[config.mk]
export PLATFORM = sky130hd
export DESIGN_NAME = ser_status_reg
export DESIGN_NICKNAME = d
export VERILOG_FILES = /design/src/rtl/ssr_pkg.sv /design/src/rtl/ssr_evt_flag.sv /design/src/rtl/ssr_ctl_bits.sv /design/src/rtl/ser_status_reg.sv
export SDC_FILE = /design/constraint.sdc
export NUM_CORES = 1
export LEC_CHECK = 0
export BUFFER_PORTS_ARGS = -buffer_cell sky130_fd_sc_hd__buf_2
export CAP_MARGIN = 15
export CORE_MARGIN = 5
export CORE_UTILIZATION = 46
export DETAILED_ROUTE_END_ITERATION = 6
export PLACE_DENSITY = 0.8
export SETUP_SLACK_MARGIN = 0.2
export SYNTH_ARGS = -nofsm -noshare
export SYNTH_HDL_FRONTEND = slang
export SYNTH_SLANG_ARGS = --single-unit
[constraint.sdc]
create_clock -name clk -period 2.1 [get_ports clk]
set_input_delay 0.105 -clock clk [delete_from_list [all_inputs] [get_ports clk]]
set_output_delay 0.105 -clock clk [all_outputs]
set_load 0.005 [all_outputs]
[src/rtl/ssr_pkg.sv]
package ssr_pkg;
  localparam int REG_W    = 8;
  localparam int NUM_EVT  = 5;
  localparam int EVT_LSB  = 3;
  localparam int TEND_POS = 2;
  localparam int MPB_POS  = 1;
  localparam int MPBT_POS = 0;
  localparam logic [REG_W-1:0] INIT_VAL = 8'h84;
endpackage

[src/rtl/ssr_evt_flag.sv]
module ssr_evt_flag #(
  parameter logic INIT_BIT = 1'b0
) (
  input  logic clk,
  input  logic rst_n,
  input  logic init_i,
  input  logic set_i,
  input  logic rd_i,
  input  logic wr_i,
  input  logic wbit_i,
  output logic flag_o
);
  logic flag_q, flag_d;
  logic arm_q, arm_d;
  logic clr_ok;

  assign clr_ok = wr_i && !wbit_i && arm_q;

  always_comb begin
    flag_d = flag_q;
    arm_d  = arm_q;
    if (init_i) begin
      flag_d = INIT_BIT;
      arm_d  = 1'b0;
    end else if (set_i) begin
      flag_d = 1'b1;
      arm_d  = 1'b0;
    end else if (clr_ok) begin
      flag_d = 1'b0;
      arm_d  = 1'b0;
    end else if (rd_i && flag_q) begin
      arm_d  = 1'b1;
    end
  end

  always_ff @(posedge clk or negedge rst_n) begin
    if (!rst_n) begin
      flag_q <= INIT_BIT;
      arm_q  <= 1'b0;
    end else begin
      flag_q <= flag_d;
      arm_q  <= arm_d;
    end
  end

  assign flag_o = flag_q;
endmodule

[src/rtl/ssr_ctl_bits.sv]
module ssr_ctl_bits (
  input  logic clk,
  input  logic rst_n,
  input  logic init_i,
  input  logic tend_set_i,
  input  logic tend_clr_i,
  input  logic mpb_ld_i,
  input  logic mpb_val_i,
  input  logic wr_i,
  input  logic wbit_i,
  output logic tend_o,
  output logic mpb_o,
  output logic mpbt_o
);
  logic tend_q, tend_d;
  logic mpb_q, mpb_d;
  logic mpbt_q, mpbt_d;

  always_comb begin
    tend_d = tend_q;
    mpb_d  = mpb_q;
    mpbt_d = mpbt_q;
    if (init_i) begin
      tend_d = 1'b1;
      mpb_d  = 1'b0;
      mpbt_d = 1'b0;
    end else begin
      if (tend_set_i)      tend_d = 1'b1;
      else if (tend_clr_i) tend_d = 1'b0;
      if (mpb_ld_i)        mpb_d  = mpb_val_i;
      if (wr_i)            mpbt_d = wbit_i;
    end
  end

  always_ff @(posedge clk or negedge rst_n) begin
    if (!rst_n) begin
      tend_q <= 1'b1;
      mpb_q  <= 1'b0;
      mpbt_q <= 1'b0;
    end else begin
      tend_q <= tend_d;
      mpb_q  <= mpb_d;
      mpbt_q <= mpbt_d;
    end
  end

  assign tend_o = tend_q;
  assign mpb_o  = mpb_q;
  assign mpbt_o = mpbt_q;
endmodule

[src/rtl/ser_status_reg.sv]
module ser_status_reg
  import ssr_pkg::*;
(
  input  logic             clk,
  input  logic             rst_n,
  input  logic             man_rst,
  input  logic             hw_stby,
  input  logic             sw_stby,
  input  logic             rd_en,
  input  logic             wr_en,
  input  logic [REG_W-1:0] wdata,
  output logic [REG_W-1:0] rdata,
  input  logic             ev_tx_empty,
  input  logic             ev_rx_full,
  input  logic             ev_overrun,
  input  logic             ev_frame_err,
  input  logic             ev_parity_err,
  input  logic             tx_end_set,
  input  logic             tx_end_clr,
  input  logic             mpb_load,
  input  logic             mpb_val,
  output logic             mpbt_o
);
  logic               init_req;
  logic [NUM_EVT-1:0] set_vec;
  logic [NUM_EVT-1:0] flag_vec;
  logic               tend_b, mpb_b, mpbt_b;
  logic               unused_man_rst;

  // Manual reset is deliberately not wired into any state.
  assign unused_man_rst = man_rst;
  assign init_req = hw_stby | sw_stby;
  assign set_vec  = {ev_tx_empty, ev_rx_full, ev_overrun, ev_frame_err, ev_parity_err};

  for (genvar i = 0; i < NUM_EVT; i++) begin : g_evt
    ssr_evt_flag #(.INIT_BIT(INIT_VAL[EVT_LSB+i])) u_flag (
      .clk    (clk),
      .rst_n  (rst_n),
      .init_i (init_req),
      .set_i  (set_vec[i]),
      .rd_i   (rd_en),
      .wr_i   (wr_en),
      .wbit_i (wdata[EVT_LSB+i]),
      .flag_o (flag_vec[i])
    );
  end

  ssr_ctl_bits u_ctl (
    .clk        (clk),
    .rst_n      (rst_n),
    .init_i     (init_req),
    .tend_set_i (tx_end_set),
    .tend_clr_i (tx_end_clr),
    .mpb_ld_i   (mpb_load),
    .mpb_val_i  (mpb_val),
    .wr_i       (wr_en),
    .wbit_i     (wdata[MPBT_POS]),
    .tend_o     (tend_b),
    .mpb_o      (mpb_b),
    .mpbt_o     (mpbt_b)
  );

  always_comb begin
    rdata = '0;
    rdata[EVT_LSB +: NUM_EVT] = flag_vec;
    rdata[TEND_POS] = tend_b;
    rdata[MPB_POS]  = mpb_b;
    rdata[MPBT_POS] = mpbt_b;
  end

  assign mpbt_o = mpbt_b;
endmodule

### Word level (Yosys, flattened, before mapping)

Cells that the tools add are included.

* register bits after elaboration: 13
* output and inout port bits: 9
* memories: 0
* bits of input ports: 24
* bits in read-only memories: 0
* memory bits (writable): 0
* bits in latches: 0

* shift-type cells: 0
* muxes and demuxes: 42
* multipliers: 0
* magnitude comparators: 0
* $add $sub $neg: 0
* reduce and logical (&&, ||, !) cells: 33
* div/mod/pow operators: 0
* equality and inequality tests: 0
* bitwise operators: 1

Operators by type and width (number)
* $mux W1: 42
* $reduce_bool A4 Y1: 5
* $reduce_bool A3 Y1: 6
* $logic_and A1 B1 Y1: 15
* $logic_not A1 Y1: 5
* $reduce_bool A2 Y1: 2
* $or A1 B1 Y1: 1

### Logic depth before layout (Yosys ltp)

* depth after elaboration: 6
* depth in mapped cells: 4
* gate-level depth less buffers: 3

### Hierarchy

From an unflattened synthesis, not the netlist that was laid out.

* cells, all modules: 54
* area, all modules: 615.6 um^2

Modules (own cells, without submodules)
* ssr_evt_flag at g_evt[0].u_flag ...: cells each 8, area each 95.1 um^2, instances 4, sequential area each 50.0 um^2
* ssr_ctl_bits: cells each 10, area each 116.4 um^2, instances 1, sequential area each 76.3 um^2
* ssr_evt_flag at g_evt[4].u_flag: cells each 8, area each 90.1 um^2, instances 1, sequential area each 51.3 um^2
* ser_status_reg: cells each 4, area each 28.8 um^2, instances 1, sequential area each 0.0 um^2

### Least setup slack after synthesis

Ideal clock, no wire load.

* path kind: register -> register
* start point: register g_evt[4].u_flag.flag_q
* end point: register g_evt[4].u_flag.arm_q
* clock period less this slack: 0.877 ns
* arrival time: 0.790 ns
* cell stages (with the launch flop): 3
* setup time: 0.087 ns
* slack: 1.223 ns
* required time: 2.013 ns
* cells stage by stage: dfstp_2 > nand3b_1 > a211oi_2

* cells in the longest elaborated chain, start to end: 2

RTL lines
* start, declared: line ssr_evt_flag.sv:13 `logic flag_q, flag_d;`
* start signal, assigned: line ssr_evt_flag.sv:41 `flag_q <= flag_d;`
* $logic_and A1 B1 Y1: line ssr_evt_flag.sv:31 `end else if (rd_i && flag_q) begin`
* $reduce_bool A4 Y1 (no line)
* end signal, assigned: line ssr_evt_flag.sv:42 `arm_q <= arm_d;`
* end, declared: line ssr_evt_flag.sv:14 `logic arm_q, arm_d;`

No other way between the ends.
A chain may end at the register's enable or synchronous reset.

### Worst setup path in the final report

* start point: register g_evt[4].u_flag.flag_q
* end point: output port rdata[7]

RTL lines
* end, declared: line ser_status_reg.sv:12 `output logic [REG_W-1:0] rdata,`

No word-level cell between the ends.

==> flow_metrics.env <==
export IMPL_wl_per_cell_um=13.51
export IMPL_max_freq_mhz=967.5
export IMPL_critPathKind="reg2out"
export IMPL_fillers=127
export IMPL_syn_nets=82
export IMPL_critPathMaxFanout=3
export IMPL_cts_root_buf="clkbuf_4"
export IMPL_ys_ff_latch=13
export IMPL_finalCritPeriodShare_pct=49.22
export IMPL_numCtsBuffers=3
export IMPL_totalWireLength_mm=1.351
export IMPL_io_buffers=29
export IMPL_hold_viol=0
export IMPL_critPathMaxStageDelay_ns=0.54
export IMPL_cap_viol_max_count=0
export IMPL_slew_violations=0
export IMPL_syn_inst=58
export IMPL_die_y_um=47.83
export IMPL_overflow=0
export IMPL_cts_resized=0
export IMPL_slew_headroom_pct=80.62
export IMPL_drive_gt1_share_pct=48.24
export IMPL_antenna_found_initial=0
export IMPL_syn_area_um2=658.1
export IMPL_antennaDiodeCount=0
export IMPL_start_util_pct=49.34
export IMPL_worst_path_max_delay_cell="dfstp_2"
export IMPL_rows=13
export IMPL_yosys_warnings=0
export IMPL_r2r_slack_ns=1.18
export IMPL_yosysSeqAreaShare_pct=49.81
export IMPL_htreeDepth=1
export IMPL_dieArea_um2=2287
export IMPL_cts_clk_slew_worst_paths_ns=0.08
export IMPL_insertion_delay_ns=0.27
export IMPL_clock_path_buffers=2
export IMPL_hold_class="in2reg"
export IMPL_post_route_min_period_ns=1.034
export IMPL_final_setup_tns_ns=0
export IMPL_crit_chain="buf_2"
export IMPL_grt_pass1_wl_mm=2.201
export IMPL_stdcell_area_um2=812.0
export IMPL_syn2layout_area_growth_pct=23.38
export IMPL_vias=523
export IMPL_powerDensity_nw_per_um2=587.2
export IMPL_ctsHoldBuffers=4
export IMPL_leakagePower_nw=0.3942
export IMPL_worstMarginPinSlew_ns=0.2907
export IMPL_post_dp_hpwl_mm=1.030
export IMPL_timing_hold_ws_ns=0.003963
export IMPL_r2r_start="g_evt[4].u_flag.flag_o"
export IMPL_seqCellArea_um2=327.8
export IMPL_skew_ns=0.002286
export IMPL_startpoint_type="register"
export IMPL_holdPathStages=2
export IMPL_worstHoldStart="ev_frame_err"
export IMPL_rsz0062_at_grt="no"
export IMPL_r2r_end="g_evt[4].u_flag.arm_q"
export IMPL_avgViaCountPerCell=5.230
export IMPL_ff2ff_path_depth=2
export IMPL_ir_drop_v=0.0003318
export IMPL_outcome="complete, no violations"
export IMPL_postCtsSetupRepairBufs=0
export IMPL_place_gp_congestion=0.6609
export IMPL_critical_path_top_delay_family="flip-flops"
export IMPL_layout_nets=110
export IMPL_endpoint_kind="primary output"
export IMPL_grt_max_degree=14
export IMPL_multi_input_area_um2=246.5
export IMPL_setup_viol=0
export IMPL_drcViolationCount=0
export IMPL_core_area_um2=1334
export IMPL_drtIter0Drc=5
export IMPL_die_w_um=47.83
export IMPL_worst_endpoint_arrival_ns=0.93
export IMPL_cp_required_ns=2.00
export IMPL_first_global_vias=531
export IMPL_holdPathEnd="g_evt[1].u_flag.arm_q"
export IMPL_path_buf_inv=1
export IMPL_antenna_left=0
export IMPL_cts_tree="yes"
export IMPL_syn_avg_cell_area_um2=11.35
export IMPL_grtUsageTotal_pct=14.04
export IMPL_pin_count=33
export IMPL_place_area_um2=745.7
export IMPL_cts_sinks=13
export IMPL_first_pass_iters=4
export IMPL_netlist_cell_type_count=16
registers in the layout (all words and copies together) (netlist names):
signal and flops:
g_evt.u_flag.flag_o 5, u_ctl.mpb_o 1, u_ctl.mpbt_o 1, u_ctl.tend_o 1, g_evt.u_flag.arm_q 5
where the power goes:
group | internal, W | switching, W | total [W]
sequential | 0.000257 | 0.00000424 | 0.000261
combinational | 0.0000323 | 0.0000307 | 0.0000630
clock | 0.0000737 | 0.0000788 | 0.000153
total | 0.000363 | 0.000114 | 0.000477
worst max-delay path by stage:
stage                                 from                      to  cells after the start
finish              g_evt[4].u_flag.flag_o                rdata[7]                      1
global route        g_evt[4].u_flag.flag_o                rdata[7]                      1
CTS                 g_evt[4].u_flag.flag_o                rdata[7]                      1
detailed placement                 sw_stby            u_ctl.tend_o                      3
global placement                   sw_stby  g_evt[4].u_flag.flag_o                      3
floorplan           g_evt[4].u_flag.flag_o   g_evt[4].u_flag.arm_q                      2
area by class of cell:
cell class              count  share of cell area, %
flip-flops and latches     13                  40.37
multi-input cells          33                  30.35
repair buffers             33                  22.80
clock buffers               4                  3.236
well taps                  15                  2.311
inverters                   2                 0.9245
layout by cell type (no fill, tap or decap), drive strengths merged:
cell / instances
nand3b: 8
a21oi: 6
mux2i: 2
or2: 1
clkbuf: 4
a211o: 2
o21ai: 3
dfstp: 2
nor4b: 2
dfrtp: 11
dlygate4sd3: 4
inv: 2
buf: 29
a211oi: 3
nor2: 6
metal layers:
layer	wire length [µm]	vias to the layer above	GRT usage, %	part of all wire (%)
li1	-	250	-	-
met1	518	247	14.82	38
met2	718	22	25.86	53
met3	93	4	1.128	6.9
met4	20	0	9.677	1.5
met5	0	-	0	0
cells in the mapped netlist (all sizes together):
cell     n  area, µm²
inv      2      7.510
a211o    2      20.02
nor2     6      22.52
o21ai    3      15.01
a21oi    6      30.03
dfstp    2      52.55
or2      1      8.760
nand3b   8      60.06
nor4b    2      32.53
dfrtp   11      275.3
a211oi   3      37.54
buf     10      76.32
mux2i    2      20.02
stage by stage:
step	std cells	util (%)	worst slack (ns)	total power, W
final	100	60.88	1.066	0.0004768
after floorplan	58	-	1.223	0.0002973
after global routing	100	60.88	1.032	0.0005043
after global placement	92	55.91	1.178	0.0003227
after CTS	100	60.88	1.055	0.0004845
after detailed placement	92	55.91	1.173	0.0003243
kinds of logic (layout without fill, tap and decap cells):
family	after synthesis	count (layout)	share of synthesized area [%]
multiplexers	2	2	3.042
AND/OR/NAND/NOR	17	17	18.82
AO/OA/AOI/OAI	14	14	15.59
flip-flops	13	13	49.81
buffers and inverters	12	39	12.74
Power figures use the tool's default switching activity.
